File: config.mk
export PLATFORM = sky130hd
export DESIGN_NAME = mac_unit
export DESIGN_NICKNAME = d
export VERILOG_FILES = /design/src/rtl/mac_pkg.sv /design/src/rtl/mac_mult.sv /design/src/rtl/mac_acc.sv /design/src/rtl/mac_result.sv /design/src/rtl/mac_unit.sv
export SDC_FILE = /design/constraint.sdc
export NUM_CORES = 2
export LEC_CHECK = 0
export BUFFER_PORTS_ARGS = -buffer_cell sky130_fd_sc_hd__buf_2
export CORE_ASPECT_RATIO = 2
export CORE_MARGIN = 1
export CORE_UTILIZATION = 35
export CTS_CLUSTER_DIAMETER = 80
export DETAILED_ROUTE_END_ITERATION = 8
export HOLD_SLACK_MARGIN = 0.05
export MAX_ROUTING_LAYER = met4
export PLACE_DENSITY_LB_ADDON = 0.2
export SYNTH_ARGS = -nofsm -noshare
export SYNTH_HDL_FRONTEND = slang
export SYNTH_SLANG_ARGS = --single-unit
File: constraint.sdc
create_clock -name clk_i -period 6.6 [get_ports clk_i]
set_clock_uncertainty 0.2 [all_clocks]
set_input_delay 0.33 -clock clk_i [delete_from_list [all_inputs] [get_ports clk_i]]
set_output_delay 0.33 -clock clk_i [all_outputs]
set_load 0.1 [all_outputs]
File: src/rtl/mac_pkg.sv
package mac_pkg;
  typedef enum logic [1:0] {
    OP_MUL  = 2'b00,
    OP_MAC  = 2'b01,
    OP_MSB  = 2'b10,
    OP_HOLD = 2'b11
  } mac_op_e;
endpackage

File: src/rtl/mac_mult.sv
module mac_mult #(
  parameter int OP_W  = 32,
  parameter int ACC_W = 80
) (
  input  logic [OP_W-1:0]  a_i,
  input  logic [OP_W-1:0]  b_i,
  input  logic             sgn_i,
  output logic [ACC_W-1:0] prod_o
);
  localparam int XW = OP_W + 1;
  localparam int PW = 2 * XW;

  // one extra bit per operand lets a single signed multiplier cover both modes
  logic signed [XW-1:0] ax, bx;
  logic signed [PW-1:0] p;

  assign ax = {sgn_i & a_i[OP_W-1], a_i};
  assign bx = {sgn_i & b_i[OP_W-1], b_i};
  assign p  = ax * bx;

  generate
    if (ACC_W > PW) begin : g_ext
      assign prod_o = {{(ACC_W-PW){p[PW-1]}}, p};
    end else begin : g_trunc
      assign prod_o = p[ACC_W-1:0];
    end
  endgenerate
endmodule

File: src/rtl/mac_acc.sv
module mac_acc
  import mac_pkg::*;
#(
  parameter int ACC_W = 80
) (
  input  logic             clk_i,
  input  logic             rst_ni,
  input  mac_op_e          op_i,
  input  logic             clr_i,
  input  logic [ACC_W-1:0] prod_i,
  output logic [ACC_W-1:0] acc_o
);
  logic [ACC_W-1:0] acc_q, base, acc_d;

  assign base = clr_i ? '0 : acc_q;

  always_comb begin
    unique case (op_i)
      OP_MUL:  acc_d = prod_i;
      OP_MAC:  acc_d = base + prod_i;
      OP_MSB:  acc_d = base - prod_i;
      default: acc_d = base;
    endcase
  end

  always_ff @(posedge clk_i or negedge rst_ni) begin
    if (!rst_ni) acc_q <= '0;
    else         acc_q <= acc_d;
  end

  assign acc_o = acc_q;


  hold_chk: assert property (@(posedge clk_i) disable iff (!rst_ni)
    (op_i == OP_HOLD && !clr_i) |=> $stable(acc_q));

  mul_load_chk: assert property (@(posedge clk_i) disable iff (!rst_ni)
    (op_i == OP_MUL) |=> acc_q == $past(prod_i));

  clr_start_chk: assert property (@(posedge clk_i) disable iff (!rst_ni)
    (op_i == OP_MAC && clr_i) |=> acc_q == $past(prod_i));

  mac_step_chk: assert property (@(posedge clk_i) disable iff (!rst_ni)
    (op_i == OP_MAC && !clr_i) |=> (acc_q - $past(acc_q)) == $past(prod_i));

  msb_step_chk: assert property (@(posedge clk_i) disable iff (!rst_ni)
    (op_i == OP_MSB && !clr_i) |=> ($past(acc_q) - acc_q) == $past(prod_i));
endmodule

File: src/rtl/mac_result.sv
module mac_result #(
  parameter int OP_W  = 32,
  parameter int ACC_W = 80
) (
  input  logic [ACC_W-1:0] acc_i,
  input  logic             sgn_i,
  input  logic             res_hi_i,
  output logic [OP_W-1:0]  res_o,
  output logic             ovf_o
);
  localparam int SW = ACC_W + 1;
  localparam logic [SW-1:0] HALF = {{(SW-OP_W){1'b0}}, 1'b1, {(OP_W-1){1'b0}}};
  localparam logic [OP_W-1:0] S_MAX = {1'b0, {(OP_W-1){1'b1}}};
  localparam logic [OP_W-1:0] S_MIN = {1'b1, {(OP_W-1){1'b0}}};

  logic signed [SW-1:0] ext, rnd, sh;
  logic fits, neg;

  // one bit wider than the accumulator so the rounding add cannot wrap
  assign ext = {sgn_i & acc_i[ACC_W-1], acc_i};
  assign rnd = res_hi_i ? (ext + HALF) : ext;
  assign sh  = res_hi_i ? (rnd >>> OP_W) : rnd;
  assign neg = sh[SW-1];

  always_comb begin
    if (sgn_i) fits = (sh[SW-1:OP_W-1] == '0) || (sh[SW-1:OP_W-1] == '1);
    else       fits = (sh[SW-1:OP_W] == '0);
  end

  always_comb begin
    if (fits)       res_o = sh[OP_W-1:0];
    else if (!sgn_i) res_o = '1;
    else            res_o = neg ? S_MIN : S_MAX;
  end

  assign ovf_o = !fits;
endmodule

File: src/rtl/mac_unit.sv
module mac_unit
  import mac_pkg::*;
#(
  parameter int OP_W    = 32,
  parameter int GUARD_W = 16,
  localparam int ACC_W  = 2 * OP_W + GUARD_W
) (
  input  logic             clk_i,
  input  logic             rst_ni,
  input  logic [1:0]       op_i,
  input  logic             sgn_i,
  input  logic             clr_i,
  input  logic             res_hi_i,
  input  logic [OP_W-1:0]  a_i,
  input  logic [OP_W-1:0]  b_i,
  output logic [ACC_W-1:0] acc_o,
  output logic [OP_W-1:0]  res_o,
  output logic             ovf_o
);
  localparam logic [OP_W-1:0] S_MAX = {1'b0, {(OP_W-1){1'b1}}};
  localparam logic [OP_W-1:0] S_MIN = {1'b1, {(OP_W-1){1'b0}}};

  logic [ACC_W-1:0] prod;
  mac_op_e          op;

  assign op = mac_op_e'(op_i);

  mac_mult #(.OP_W(OP_W), .ACC_W(ACC_W)) u_mult (
    .a_i(a_i), .b_i(b_i), .sgn_i(sgn_i), .prod_o(prod)
  );

  mac_acc #(.ACC_W(ACC_W)) u_acc (
    .clk_i(clk_i), .rst_ni(rst_ni), .op_i(op), .clr_i(clr_i),
    .prod_i(prod), .acc_o(acc_o)
  );

  mac_result #(.OP_W(OP_W), .ACC_W(ACC_W)) u_res (
    .acc_i(acc_o), .sgn_i(sgn_i), .res_hi_i(res_hi_i),
    .res_o(res_o), .ovf_o(ovf_o)
  );


  sat_value_chk: assert property (@(posedge clk_i) disable iff (!rst_ni)
    ovf_o |-> (sgn_i ? (res_o == S_MAX || res_o == S_MIN) : (res_o == '1)));

  low_pass_chk: assert property (@(posedge clk_i) disable iff (!rst_ni)
    (!res_hi_i && !ovf_o) |-> res_o == acc_o[OP_W-1:0]);

  low_zero_chk: assert property (@(posedge clk_i) disable iff (!rst_ni)
    (!res_hi_i && !sgn_i && acc_o[ACC_W-1:OP_W] == '0) |-> !ovf_o);

  hi_small_chk: assert property (@(posedge clk_i) disable iff (!rst_ni)
    (res_hi_i && !sgn_i && acc_o[ACC_W-1:2*OP_W] == '0 && !(&acc_o[2*OP_W-1:OP_W-1]))
      |-> (!ovf_o && res_o == acc_o[2*OP_W-1:OP_W] + OP_W'(acc_o[OP_W-1])));
endmodule

-- Word-level counts from Yosys, hierarchy flattened
Index checks and enable logic that the tools add are counted.
- register bits after elaboration: 80
- input port bits: 71
- output and inout bits: 113
- word-level logic and storage cells: 24
- add/sub/neg operators: 3
- multiply operators: 1
- equality and inequality tests: 3
- multiplexer cells: 8
- bitwise logic cells: 3
- reductions and logical operators: 5
- operators with widths (kind ; count):
    one-hot mux 80 bit (3 select lines) ; 1
    2-to-1 mux 80 bit ; 2
    2-to-1 mux 32 bit ; 3
    adder 81 x 32 -> 81 bit, second input constant ; 1
    2-to-1 mux 81 bit ; 1
    adder 80 bit ; 1
    subtractor 80 bit ; 1
    multiplier 33 x 33 -> 66 bit ; 1
    == test 50 bit, second input constant ; 1
    zero test 50 bit ; 1
    zero test 49 bit ; 1
    bitwise AND 1 bit ; 3
    == test 2 x 1 -> 1 bit, second input constant ; 1
    == test 2 bit, second input constant ; 1
    zero test 2 bit ; 1
    zero test 1 bit ; 1
    logical OR 1 bit ; 1
    2-to-1 mux 1 bit ; 1

-- Depth between registers and ports, before layout
- word-level depth: 8
- depth in mapped cells: 49
- gate-level depth less buffers: 45

-- Modules after synthesis
A second synthesis with hierarchy kept.
- cell total of the unflattened synthesis: 6114
- area total of the unflattened synthesis: 51752.1 um2
- by module, submodules not included (module ; instances ; cells an instance ; area an instance (um2) ; seq. area each (um2)):
    mac_mult ; 1 ; 4229 ; 38684.6 ; 0.0
    mac_acc ; 1 ; 1496 ; 10781.6 ; 2001.9
    mac_result ; 1 ; 389 ; 2285.9 ; 0.0

-- Worst setup path after synthesis
No wires, ideal clock.
- path type: input to register
- start: input port sgn_i
- end: register u_acc.acc_q[79] (netlist: u_acc.acc_o[79])
- setup time: 124 ps
- data arrival time: 10816 ps
- required time: 6276 ps
- setup slack: -4540 ps
- stages on the path: 45
- buffers on the path: 3
- cell sequence: clkbuf_1 -> and2_1 -> clkbuf_1 -> nand2_1 -> inv_1 -> fa_1 -> inv_1 -> fa_1 -> inv_1 -> fa_1 -> fa_1 -> inv_1 -> fa_1 -> inv_1 -> fa_1 -> inv_1 -> fa_1 -> fa_1 -> (+9 left out) -> or4_4 -> nor4b_4 -> and2_1 -> a31oi_1 -> xnor2_1 -> ha_1 -> a21oi_1 -> o21bai_1 -> a21oi_1 -> nor3_1 -> o21ai_0 -> nand2_1 -> a221o_1 -> a21oi_1 -> o31ai_1 -> xor2_1 -> and3_1 -> o31a_1
- word-level cells in the longest chain between the ends: 4
- elaborated cells on any way between the ends: 6
- classes of those cells: add/sub: 2; mul: 1; mux: 1; bitwise: 2
- RTL lines (element ; line ; source):
    from (decl) ; mac_unit.sv:11 ; input logic sgn_i,
    bitwise AND 1 bit, on equally long branches ; mac_mult.sv:17, mac_mult.sv:18 ;
    multiplier 33 x 33 -> 66 bit * ; mac_mult.sv:19 ; assign p = ax * bx;
    subtractor 80 bit or adder 80 bit (tied branches) ; mac_acc.sv:21, mac_acc.sv:20 ;
    one-hot mux 80 bit (3 select lines) * ; mac_acc.sv:18 ; unique case (op_i)
    net u_acc.acc_d[79] ; mac_acc.sv:13 ; logic [ACC_W-1:0] acc_q, base, acc_d;
    to (signal assigned) ; mac_acc.sv:27 ; if (!rst_ni) acc_q <= '0;
    to (signal assigned) ; mac_acc.sv:28 ; else acc_q <= acc_d;
    to (decl) ; mac_acc.sv:13 ;
The timed path passes the listed nets; every way through them passes the cells marked *.

-- Worst setup path after layout
- start: input port a_i[6]
- end: register u_acc.acc_q[79] (netlist: u_acc.acc_o[79])
- word-level cells in the longest chain between the ends: 3
- elaborated cells on any way between the ends: 4
- classes of those cells: add/sub: 2; mul: 1; mux: 1
- RTL lines (element ; line ; source):
    from (decl) ; mac_unit.sv:14 ; input logic [OP_W-1:0] a_i,
    multiplier 33 x 33 -> 66 bit * ; mac_mult.sv:19 ;
    subtractor 80 bit or adder 80 bit (tied branches) ; mac_acc.sv:21, mac_acc.sv:20 ;
    one-hot mux 80 bit (3 select lines) * ; mac_acc.sv:18 ;
    net u_acc.acc_d[79] ; mac_acc.sv:13 ;
Marks and branches as above.

==> flow_summary.json <==
{
  "grt_antenna_before_repair": 2,
  "die_h_um": 542,
  "routed-wl-met3_um": 5470,
  "setup.worst_path.class": "input port to flip-flop",
  "setup_violations": 71,
  "dp.final_hpwl_um": 161000,
  "vias": 45800,
  "num_rows": 197,
  "cp_common_cell": "fa_1",
  "ys_seq_area_share_pct": 3.92,
  "drt_pre_antenna_iters": 6,
  "tightestPinTransition_ps": 1290,
  "required_ps": 6670,
  "largest_reg_flops": 80,
  "yosysTopAreaCellShare_pct": 44.9,
  "crit_path_max_fanout": 5,
  "routed_wirelength_um": 192000,
  "startpoint_type": "input port",
  "pin_count": 184,
  "wl_per_cell_um": 21.5,
  "cts.reportedPaths.clkPinSlew_ps": 70,
  "status": "finished, violations left",
  "slew_violations": 0,
  "synth.distinct_cells": 93,
  "cts_tree": "built",
  "setup_ws_ps": -4050,
  "fin_crit_sh_pct": 161,
  "ys.flop_type": "dfrtp_1",
  "rsz0062_at_grt": "true",
  "drc": 0,
  "start_util_pct": 35.3,
  "nets": 8546,
  "grt-ovfl-total": 0,
  "cp_slowest_cell": "or4_4",
  "clock-root-buffer": "clkbuf_16",
  "clk_path_buf_depth": 2,
  "grt_pass1_vias": 51200,
  "drtIter0Drc": 2057,
  "period_needed_ps": 10650,
  "clock_latency_ps": 380,
  "cap_violations": 0,
  "routed_via_density": 5.13,
  "max_stage_delay_ps": 540,
  "ant_nets": 0,
  "ys_ff_latch": 80,
  "yosysTopAreaCell": "fa_1",
  "grt_max_degree": 72,
  "layout-drive-gt1-share_pct": 27.6,
  "place.gp.congestion": 0.934,
  "area_delta_synth_final_pct": 29.8,
  "synth_area_um2": 51000,
  "utilization_pct": 45.9,
  "hp-class": "input port to asynchronous set/reset pin",
  "synthArstFlopShare_pct": 100,
  "cts_buffers": 9,
  "grt_pass1_wl_um": 294000,
  "timing.fmax_mhz": 93.9,
  "synth_area_leaders": "fa_1 (45%), inv_1 (8.6%), ha_1 (7.4%)",
  "relSlewSlack_pct": 14.0,
  "reg2reg_slack_ps": 1900,
  "cts_max_level": 3,
  "endpoint_kind": "flip-flop",
  "finalHoldViolations": 0,
  "synth_nets": 7530,
  "synth_cells": 6012,
  "io_buffers": 183,
  "cts_sinks": 80,
  "die_x_um": 272,
  "met1_length_um": 62200,
  "avgSynthCellArea_um2": 8.49,
  "dr_wl_met2_um": 108000,
  "yosys_warnings": 0,
  "grt_usage_pct": 27.1,
  "failed_checks": "negative setup slack",
  "synth_edf_count": 0,
  "crit_arrival_ps": 10720,
  "top_layer_used": "met4",
  "design.die.area_um2": 147000,
  "core_area_um2": 144000
}
==> per-stage QoR <==
stage	setup TNS, ps	setup slack (ps)	hold WS (ps)	cell area, µm²	std cells
after floorplan	-184490	-4210	-166	52100	6012
after global placement	-268420	-5030	52.5	62100	8786
after detailed placement	-269150	-5060	52.4	62100	8786
after CTS	-209610	-4090	192	64200	8858
after global routing	-236370	-4430	223	66200	8924
final	-212010	-4050	195	66200	8927
==> cells in the final DEF, fill, tap and decap left out, drive strengths merged, types with 16 or more instances in the layout <==
cell and n:
clkbuf 19, o21a 17, ha 301, a21o 81, nand4 55, and3 54
a22oi 28, nor2b 92, nand2 856, inv 1172, a211oi 23, o21ai 178
xor2 88, or3 16, a221oi 35, xnor2 151, nor3 50, and2 402
fa 1146, nand2b 27, nor2 270, buf 1331, nor4 21, a31oi 31
dfrtp 80, nand3 59, o31ai 19, a21oi 243, o21bai 24
==> cells in the mapped netlist, types with 5 or more instances <==
| cell type | instances |
|---|---|
| a211o_1 | 9 |
| a211oi_1 | 19 |
| a21boi_0 | 10 |
| a21o_1 | 80 |
| a21oi_1 | 242 |
| a221o_1 | 7 |
| a221oi_1 | 35 |
| a22oi_1 | 28 |
| a31o_2 | 9 |
| a31oi_1 | 31 |
| a41oi_1 | 5 |
| and2_1 | 395 |
| and2_2 | 7 |
| and3_1 | 54 |
| and4_1 | 12 |
| buf_1 | 7 |
| buf_2 | 13 |
| clkbuf_1 | 314 |
| dfrtp_1 | 80 |
| fa_1 | 1146 |
| ha_1 | 301 |
| inv_1 | 1167 |
| nand2_1 | 856 |
| nand2b_1 | 27 |
| nand3_1 | 59 |
| nand4_1 | 55 |
| nor2_1 | 270 |
| nor2b_1 | 92 |
| nor3_1 | 48 |
| nor3b_1 | 10 |
| nor4_1 | 17 |
| o211a_1 | 6 |
| o211ai_1 | 11 |
| o21a_1 | 16 |
| o21ai_0 | 157 |
| o21ai_1 | 20 |
| o21bai_1 | 24 |
| o31ai_1 | 18 |
| or3_1 | 15 |
| xnor2_1 | 151 |
| xor2_1 | 88 |
==> repair_timing <==
action,in CTS,in global routing
pin swaps,162,214
hold endpoints to repair,19,0
hold buffers,1,0
setup endpoints to repair,71,71
buffers inserted,57,64
cloned,2,6
resized for setup,302,352
==> worst max-delay path, delay by kind of cell <==
kind,cells,cell delay [ps]
adder cells (fa/ha/maj),10,4390
AO/OA/AOI/OAI,12,2400
AND/OR/NAND/NOR,7,1560
buffers and inverters,14,1520
XOR/XNOR,3,490
==> layer usage <==
layer | up-vias | global-route usage, %
met5 | - | -
met4 | 0 | 16.5
met3 | 543 | 1.72
met2 | 1202 | 52.3
met1 | 23600 | 25.8
li1 | 20500 | -
==> cell type report <==
| class | instances | area (µm²) |
|---|---|---|
| Antenna cell | 4 | 10.0 |
| Clock buffer | 9 | 225 |
| Clock inverter | 7 | 85.1 |
| Fill cell | 14400 | 78200 |
| Inverter | 1169 | 4390 |
| Multi-Input combinational cell | 4425 | 46200 |
| Sequential cell | 80 | 2000 |
| Tap cell | 1890 | 2360 |
| Timing Repair Buffer | 1343 | 11000 |
==> path summary, 6_finish.rpt <==
kind                                          start                   endpoint  depth (start not counted)
max reg2reg                u_acc.acc_o[1]$_DFF_PN0_  u_acc.acc_o[73]$_DFF_PN0_                         17
max                                          a_i[6]  u_acc.acc_o[79]$_DFF_PN0_                         46
min in group clk_i                            clr_i   u_acc.acc_o[4]$_DFF_PN0_                          4
min reg2reg                u_acc.acc_o[4]$_DFF_PN0_   u_acc.acc_o[4]$_DFF_PN0_                          3
max in group asynchronous                    rst_ni  u_acc.acc_o[53]$_DFF_PN0_                          3
min                                          rst_ni  u_acc.acc_o[16]$_DFF_PN0_                          2
==> kinds of logic (layout without fill, tap and decap cells) <==
logic type / count (synthesis) / count (layout) / share of synthesized area (%)
flops: 80 / 80 / 3.92
fa+ha+maj: 1447 / 1447 / 52.3
xor+xnor: 239 / 239 / 4.10
other cells: 0 / 4 / 0
simple gates: 1948 / 1948 / 18.4
buf+inv: 1507 / 2528 / 11.2
mux: 3 / 3 / 0.0588
compound gates: 788 / 788 / 9.98
Power is left out: the tool's default activity adds up to more than one toggle a clock period on the data nets, which glitch-free logic cannot reach.
